`src/rtl/els_pkg.sv`:
```
package els_pkg;
  localparam int GF_M = 13;
  // low terms of x^13 + x^4 + x^3 + x + 1
  localparam logic [GF_M-1:0] GF_POLY_LOW = 13'h001B;
  typedef logic [GF_M-1:0] gf_t;

  localparam logic [5:0] A_CFG    = 6'h00;
  localparam logic [5:0] A_START  = 6'h01;
  localparam logic [5:0] A_STOP   = 6'h02;
  localparam logic [5:0] A_STATUS = 6'h03;
  localparam logic [1:0] REG_SIGMA = 2'b01;
  localparam logic [1:0] REG_POS   = 2'b10;

  function automatic gf_t gf_mulx(gf_t x);
    return {x[GF_M-2:0], 1'b0} ^ (x[GF_M-1] ? GF_POLY_LOW : '0);
  endfunction

  // multiply by alpha^k with a chain of k shift-reduce steps (k is a constant)
  function automatic gf_t gf_mul_apow(gf_t x, int k);
    gf_t r;
    r = x;
    for (int i = 0; i < k; i++) r = gf_mulx(r);
    return r;
  endfunction
endpackage

```
`src/rtl/els_term_bank.sv`:
```
module els_term_bank
  import els_pkg::*;
#(
  parameter int MAX_T = 8,
  parameter int DEG_W = 4
) (
  input  logic                 clk,
  input  logic                 rst,
  input  logic                 load,
  input  logic                 step,
  input  gf_t [MAX_T:0]        sigma_i,
  input  logic [DEG_W-1:0]     deg_i,
  output logic                 is_root_o
);
  gf_t [MAX_T:0] term_q;
  gf_t [MAX_T:0] term_act;

  for (genvar k = 0; k <= MAX_T; k++) begin : g_term
    always_ff @(posedge clk) begin
      if (rst)       term_q[k] <= '0;
      else if (load) term_q[k] <= gf_mul_apow(sigma_i[k], k);
      else if (step) term_q[k] <= gf_mul_apow(term_q[k], k);
    end
    assign term_act[k] = (k <= int'(deg_i)) ? term_q[k] : '0;
  end

  always_comb begin
    gf_t acc;
    acc = '0;
    for (int k = 0; k <= MAX_T; k++) acc = acc ^ term_act[k];
    is_root_o = (acc == '0);
  end
endmodule

```
`src/rtl/els_pos_store.sv`:
```
module els_pos_store #(
  parameter int DEPTH = 8,
  parameter int W     = 16,
  localparam int IDX_W = (DEPTH > 1) ? $clog2(DEPTH) : 1
) (
  input  logic             clk,
  input  logic             we,
  input  logic [IDX_W-1:0] widx,
  input  logic [W-1:0]     wdata,
  input  logic             re,
  input  logic [IDX_W-1:0] ridx,
  output logic [W-1:0]     rdata
);
  logic [W-1:0] mem [DEPTH];

  always_ff @(posedge clk) begin
    if (we) mem[widx] <= wdata;
    if (re) rdata <= mem[ridx];
  end
endmodule

```
`src/rtl/err_locator_search.sv`:
```
module err_locator_search
  import els_pkg::*;
#(
  parameter int MAX_T  = 8,
  parameter int LEN_W  = 16,
  parameter int ADDR_W = 6,
  parameter int DATA_W = 32
) (
  input  logic              clk,
  input  logic              rst,
  input  logic              wr_en,
  input  logic              rd_en,
  input  logic [ADDR_W-1:0] addr,
  input  logic [DATA_W-1:0] wdata,
  output logic [DATA_W-1:0] rdata,
  output logic              search_done
);
  localparam int DEG_W = $clog2(MAX_T + 2);
  localparam int IDX_W = (MAX_T > 1) ? $clog2(MAX_T) : 1;

  gf_t [MAX_T:0]      sigma_q;
  logic               sect_q;
  logic [DEG_W-1:0]   cfg_deg_q, deg_run_q;
  logic [LEN_W-1:0]   len_q, cur_q;
  logic [DEG_W-1:0]   cnt_q;
  logic               busy_q, done_q;
  logic [DATA_W-1:0]  reg_rd_q;
  logic               rd_pos_q;
  logic [LEN_W-1:0]   pos_rd;
  logic               is_root;

  logic [3:0] sub_idx;
  logic       start_wr, stop_wr, sig_hit, pos_hit, pos_we, cnt_open;

  assign sub_idx  = addr[3:0];
  assign start_wr = wr_en && (addr == A_START);
  assign stop_wr  = wr_en && (addr == A_STOP) && wdata[0];
  assign sig_hit  = (addr[5:4] == REG_SIGMA) && (int'(sub_idx) <= MAX_T);
  assign pos_hit  = (addr[5:4] == REG_POS) && (int'(sub_idx) < MAX_T);
  assign cnt_open = (cnt_q <= deg_run_q);
  assign pos_we   = busy_q && !start_wr && !stop_wr && is_root && cnt_open &&
                    (int'(cnt_q) < MAX_T);

  // configuration and coefficient registers
  always_ff @(posedge clk) begin
    if (rst) begin
      sigma_q   <= '0;
      sect_q    <= 1'b0;
      cfg_deg_q <= '0;
    end else if (wr_en) begin
      if (addr == A_CFG) begin
        sect_q    <= wdata[0];
        cfg_deg_q <= wdata[16 +: DEG_W];
      end
      if (sig_hit) sigma_q[sub_idx] <= wdata[GF_M-1:0];
    end
  end

  // search sequencer
  always_ff @(posedge clk) begin
    if (rst) begin
      busy_q <= 1'b0; done_q <= 1'b0; cnt_q <= '0;
      len_q <= '0; cur_q <= '0; deg_run_q <= '0;
    end else if (stop_wr) begin
      busy_q <= 1'b0; done_q <= 1'b0; cnt_q <= '0;
    end else if (start_wr) begin
      len_q     <= wdata[LEN_W-1:0];
      cur_q     <= LEN_W'(1);
      cnt_q     <= '0;
      deg_run_q <= cfg_deg_q;
      busy_q    <= |wdata[LEN_W-1:0];
      done_q    <= ~|wdata[LEN_W-1:0];
    end else if (busy_q) begin
      if (is_root && cnt_open) cnt_q <= cnt_q + 1'b1;
      if (cur_q == len_q) begin
        busy_q <= 1'b0;
        done_q <= 1'b1;
      end else begin
        cur_q <= cur_q + 1'b1;
      end
    end
  end

  els_term_bank #(.MAX_T(MAX_T), .DEG_W(DEG_W)) u_terms (
    .clk(clk), .rst(rst),
    .load(start_wr && !stop_wr), .step(busy_q),
    .sigma_i(sigma_q), .deg_i(deg_run_q), .is_root_o(is_root)
  );

  els_pos_store #(.DEPTH(MAX_T), .W(LEN_W)) u_pos (
    .clk(clk), .we(pos_we), .widx(cnt_q[IDX_W-1:0]), .wdata(cur_q),
    .re(rd_en && pos_hit), .ridx(sub_idx[IDX_W-1:0]), .rdata(pos_rd)
  );

  // register read path, one cycle of latency
  always_ff @(posedge clk) begin
    if (rst) begin
      reg_rd_q <= '0;
      rd_pos_q <= 1'b0;
    end else if (rd_en) begin
      rd_pos_q <= pos_hit;
      reg_rd_q <= '0;
      if (addr == A_CFG) begin
        reg_rd_q[0]           <= sect_q;
        reg_rd_q[16 +: DEG_W] <= cfg_deg_q;
      end else if (addr == A_START) begin
        reg_rd_q[LEN_W-1:0] <= len_q;
      end else if (addr == A_STATUS) begin
        reg_rd_q[0]          <= done_q;
        reg_rd_q[1]          <= busy_q;
        reg_rd_q[8 +: DEG_W] <= cnt_q;
      end else if (sig_hit) begin
        reg_rd_q[GF_M-1:0] <= sigma_q[sub_idx];
      end
    end
  end

  assign rdata       = rd_pos_q ? DATA_W'(pos_rd) : reg_rd_q;
  assign search_done = done_q;


  cnt_sat_chk: assert property (@(posedge clk) disable iff (rst)
    {1'b0, cnt_q} <= {1'b0, deg_run_q} + 1'b1);

  done_busy_excl_chk: assert property (@(posedge clk) disable iff (rst)
    !(done_q && busy_q));

  stop_clears_chk: assert property (@(posedge clk) disable iff (rst)
    stop_wr |=> (!busy_q && !done_q && cnt_q == '0));

  start_clears_chk: assert property (@(posedge clk) disable iff (rst)
    (start_wr && !stop_wr) |=> (cnt_q == '0 && (busy_q != done_q)));

  cur_range_chk: assert property (@(posedge clk) disable iff (rst)
    busy_q |-> (cur_q >= LEN_W'(1) && cur_q <= len_q));

  done_source_chk: assert property (@(posedge clk) disable iff (rst)
    $rose(done_q) |-> ($past(busy_q) || $past(start_wr)));
endmodule

```
`config.mk`:
```
export PLATFORM = sky130hd
export DESIGN_NAME = err_locator_search
export DESIGN_NICKNAME = d
export VERILOG_FILES = /design/src/rtl/els_pkg.sv /design/src/rtl/els_term_bank.sv /design/src/rtl/els_pos_store.sv /design/src/rtl/err_locator_search.sv
export SDC_FILE = /design/constraint.sdc
export NUM_CORES = 1
export LEC_CHECK = 0
export ABC_AREA = 1
export ABC_CLOCK_PERIOD_IN_PS = 3400
export CORE_MARGIN = 4
export CORE_UTILIZATION = 38
export DETAILED_ROUTE_END_ITERATION = 7
export GPL_TIMING_DRIVEN = 0
export HOLD_SLACK_MARGIN = 0.02
export PLACE_DENSITY = 0.6
export SYNTH_ARGS = -nofsm -noshare
export SYNTH_HDL_FRONTEND = slang
export SYNTH_SLANG_ARGS = --single-unit
```
`constraint.sdc`:
```
create_clock -name clk -period 3.4 [get_ports clk]
set_input_delay 0.51 -clock clk [delete_from_list [all_inputs] [get_ports clk]]
set_output_delay 0.51 -clock clk [all_outputs]
set_load 0.03 [all_outputs]
```
==> summary.txt <==
=====================================================================================================
Via count of the routed design .........................................................       21.06k
Maximum buffer depth of the clock tree .................................................            3
Vias in the first global route .........................................................       19.42k
Post-synthesis share of cell area spent on full adders, half adders and majority gates .      0.3413%
Number of design rule violations left after detail routing .............................            0
Number of cells after detailed placement ...............................................         3597
Final routed wirelength across all metal layers ........................................ 95570 microns
Crit end category ......................................................................         flop
Max transition margin ..................................................................       17.56%
Antenna viol nets, final ...............................................................            0
Vias per Instance ......................................................................        5.683
Final Max Slew Viols ...................................................................            0
Number of maximum-capacitance constraint violations ....................................            0
Area added between synthesis and finish ................................................       16.86%
Post-synthesis sequential element count ................................................          446
Setup violators final ..................................................................            0
Compound-cell area share of the yosys netlist ..........................................       16.80%
Post-layout power ......................................................................     11520 uW
Post-synthesis share of cell area spent on xor and xnor gates ..........................       6.291%
Buffer and inverter count on the worst path ............................................            5
Clock tree from TritonCTS ..............................................................          yes
Number of distinct library cells after synthesis .......................................           53
Number of enable-type register cells in the synthesized netlist ........................          144
Total grt overflow .....................................................................            0
Simple-gate share of the synthesized area ..............................................       20.78%
Measured slew at the worst slew-check pin ..............................................     1.237 ns
Std-Cell Rows ..........................................................................           87
First drt pass iteration count .........................................................            6
Wire length per cell after detailed routing ............................................ 25.79 microns
Number of H-tree levels ................................................................            2
Number of antenna violations at the first check in global routing ......................            2
Warnings from Yosys ....................................................................            0
Final layout net count .................................................................         2956
Final hold violation count .............................................................            0
Hold WC Path Type ...................................................................... flop to flop
Cts hold-fix bufs ......................................................................            0
Summed negative setup slack over all endpoints .........................................         0 ns
Most frequent cell after synthesis .....................................................      nand2_1
HPWL after detailed placement .......................................................... 73080 microns
Die boundary height .................................................................... 248.6 microns
Worst slack after detailed placement ...................................................    -1.129 ns
Worst-Skew Late Latency ................................................................      0.63 ns
Ratio of cells with drive above 1 in the final layout ..................................       8.005%
Most used flip-flop cell after synthesis ...............................................      dfxtp_1
Biggest cell delay along the critical path .............................................      0.74 ns
Core area ..............................................................................  56820 sq um
Final critical-path required period ....................................................     3.368 ns
Leakage power summed over all cells ....................................................  0.009589 uW
Clock slew seen by the registers of the worst setup and hold paths .....................      0.06 ns
Chip width ............................................................................. 248.6 microns
Final period utilization ...............................................................       99.05%
Area share of the largest cell type after synthesis ....................................       27.48%
First-pass GRT wire length ............................................................. 135100 microns
Crit path arrival time .................................................................      3.94 ns
Number of buffers created by CTS .......................................................           49
Cell chain of the critical path ........................................................ clkdlybuf4s50_1 > nor2_4 > inv_1 > nor2_2 > nand2_1 > nor2_4 > nor2_1 > clkinv_1 > clkbuf_2 > o221ai_1 > nand2_1 > inv_1
Power density over the cells ........................................................... 448.2 nW/um^2
Num Clock Sinks ........................................................................          446
Post-Synthesis Mean Instance Area ......................................................  7.930 sq um
Worst IR drop on VDD ...................................................................     408.4 uV
Critical path peak fanout ..............................................................           10
Critical Setup Path Class .............................................................. input port to flop
Cell type contributing the most total cell area after synthesis ........................      dfxtp_1
Area of the die ........................................................................  61800 sq um
Placer congestion estimate .............................................................        1.082
I/O pin count ..........................................................................           75
Clock root buffer ......................................................................    clkbuf_16
Most instantiated cells after synthesis ................................................ 640 x nand2_1, 302 x dfxtp_1, 256 x inv_1
Launching element type of the critical path ............................................   input port
Sequential element share of the synthesized area .......................................       47.14%
Critical path's top delay family ....................................................... buffers and inverters
Clock skew .............................................................................   0.05602 ns
Final core area utilization ............................................................       45.24%
Number of port buffers .................................................................           48
Global-route total usage across every layer ............................................       29.42%
Violation count after the first detailed-routing iteration .............................         2295
Initial core utilization ...............................................................       38.71%
Required time of the worst setup path ..................................................      3.97 ns
Synthesized cell area ..................................................................  22000 sq um
Fraction of synthesized area in multiplexers ...........................................      0.8646%
Outcome ................................................................................ finished clean
Upper clock frequency limit ............................................................    296.9 MHz
Largest family of logic cells by synthesized area ...................................... simple AND/OR/NAND/NOR gates
Synthesized netlist cell count .........................................................         2774
Final non-filler cell total ............................................................         3705
Maximum number of pins on one net before global-route repair ...........................           17
Synth top area cells ................................................................... dfxtp_1 27%, edfxtp_1 20%, nand2_1 11%
Async SR Flop Fraction .................................................................           0%
Highest-delay cell along the critical path ............................................. clkdlybuf4s50_1
Final setup margin .....................................................................   0.03233 ns
=====================================================================================================
[cell type report]
cell class | count | area (sq um)
antenna | 1 | 2.502
buffer | 165 | 745.7
clock buffer | 69 | 1371
clock inverter | 22 | 264.0
fill | 5684 | 31120
inverter | 267 | 1007
multi-input combinational | 1907 | 10180
sequential | 446 | 10380
tap | 756 | 945.9
timing repair buffer | 72 | 810.8
[cell usage in the layout, fill, tap and decap left out, types with 10 or more instances in the layout]
cell	synthesis	final
clkdlybuf4s50_1	0	48
nand3_2	10	16
o211ai_1	14	14
nand2_1	640	627
nor2_1	211	197
a31oi_1	59	59
xor2_1	94	94
o2111ai_1	13	13
dfxtp_1	302	300
edfxtp_1	144	144
clkbuf_16	0	51
o221ai_1	24	24
nand3b_1	11	11
o21ai_0	170	170
a21oi_1	232	232
nand2_2	6	14
a22oi_1	45	45
o22ai_1	32	32
clkbuf_1	133	133
a221oi_1	14	14
nor3_1	11	11
inv_1	256	255
conb_1	1	12
nand3_1	136	127
buf_4	14	24
buf_8	0	10
clkbuf_2	0	14
nand4_1	34	34
nor2_4	4	14
xnor2_1	64	64
mux2_2	16	16
[path summary, 6_finish.rpt]
path | end | cells past startpoint | slack [ns] | from
worst max-delay path | u_terms.term_q[113]$_SDFFE_PP0P_ | 12 | 0.03 | addr[3]
worst min-delay path | reg_rd_q[13]$_SDFFE_PP0P_ | 2 | 0.47 | reg_rd_q[13]$_SDFFE_PP0P_
worst max register to register | u_pos.mem[3][4]$_DFFE_PP_ | 18 | 0.08 | deg_run_q[3]$_SDFFE_PP0P_
worst min register to register | reg_rd_q[13]$_SDFFE_PP0P_ | 2 | 0.47 | reg_rd_q[13]$_SDFFE_PP0P_
[metal layers]
layer / track usage, % / share of wire, %
met3: 5.110 / 8.6
met1: 37.70 / 39
met5: 0 / 0.010
met2: 46.69 / 45
met4: 17.52 / 7.1
[worst register-to-register path: cells and delay by family (launching register included)]
family / cells / cell delay [ns]
AND/OR/NAND/NOR: 14 / 1.96
flip-flops: 1 / 0.38
buffers and inverters: 4 / 0.68
[state kept, by name (all words and copies together) (netlist names)]
name,cells
u_terms.term_act,13
cnt_q,4
sect_q,1
u_pos.rdata,16
search_done,1
busy_q,1
reg_rd_q,20
cur_q,16
cfg_deg_q,4
u_terms.term_q,104
sigma_q,117
u_pos.mem,128
deg_run_q,4
rd_pos_q,1
len_q,16
[through the flow]
step           hold slack, ns  instance area [sq um]
2_1_floorplan          0.4385                  22040
3_3_place_gp           0.4527                  23470
3_5_place_dp           0.4608                  23610
4_1_cts                0.4702                  25390
5_1_grt                0.4882                  25700
6_report               0.4693                  25710
[cell families (layout without fill, tap and decap cells)]
logic type,Yosys count,count (layout)
fa+ha+maj,6,6
compound gates,633,633
xor+xnor,158,158
other cells,1,13
buf+inv,432,595
simple gates,1081,1081
mux,17,17
flops,446,446
[timing repair]
item | CTS | global route
resized for setup | 28 | 53
setup buffers | 5 | 9
gates cloned | 0 | 2
pin swaps | 4 | 11
setup endpoints to repair | 188 | 228
[report_power, final]
part	internal, uW	switching [uW]	leakage [uW]	total, uW
Combinational	139	438	0.00502	577
Clock	3080	2360	0.000789	5450
Sequential	5480	15.0	0.00378	5500
Total	8700	2820	0.00959	11500
Power figures use the tool's default switching activity.
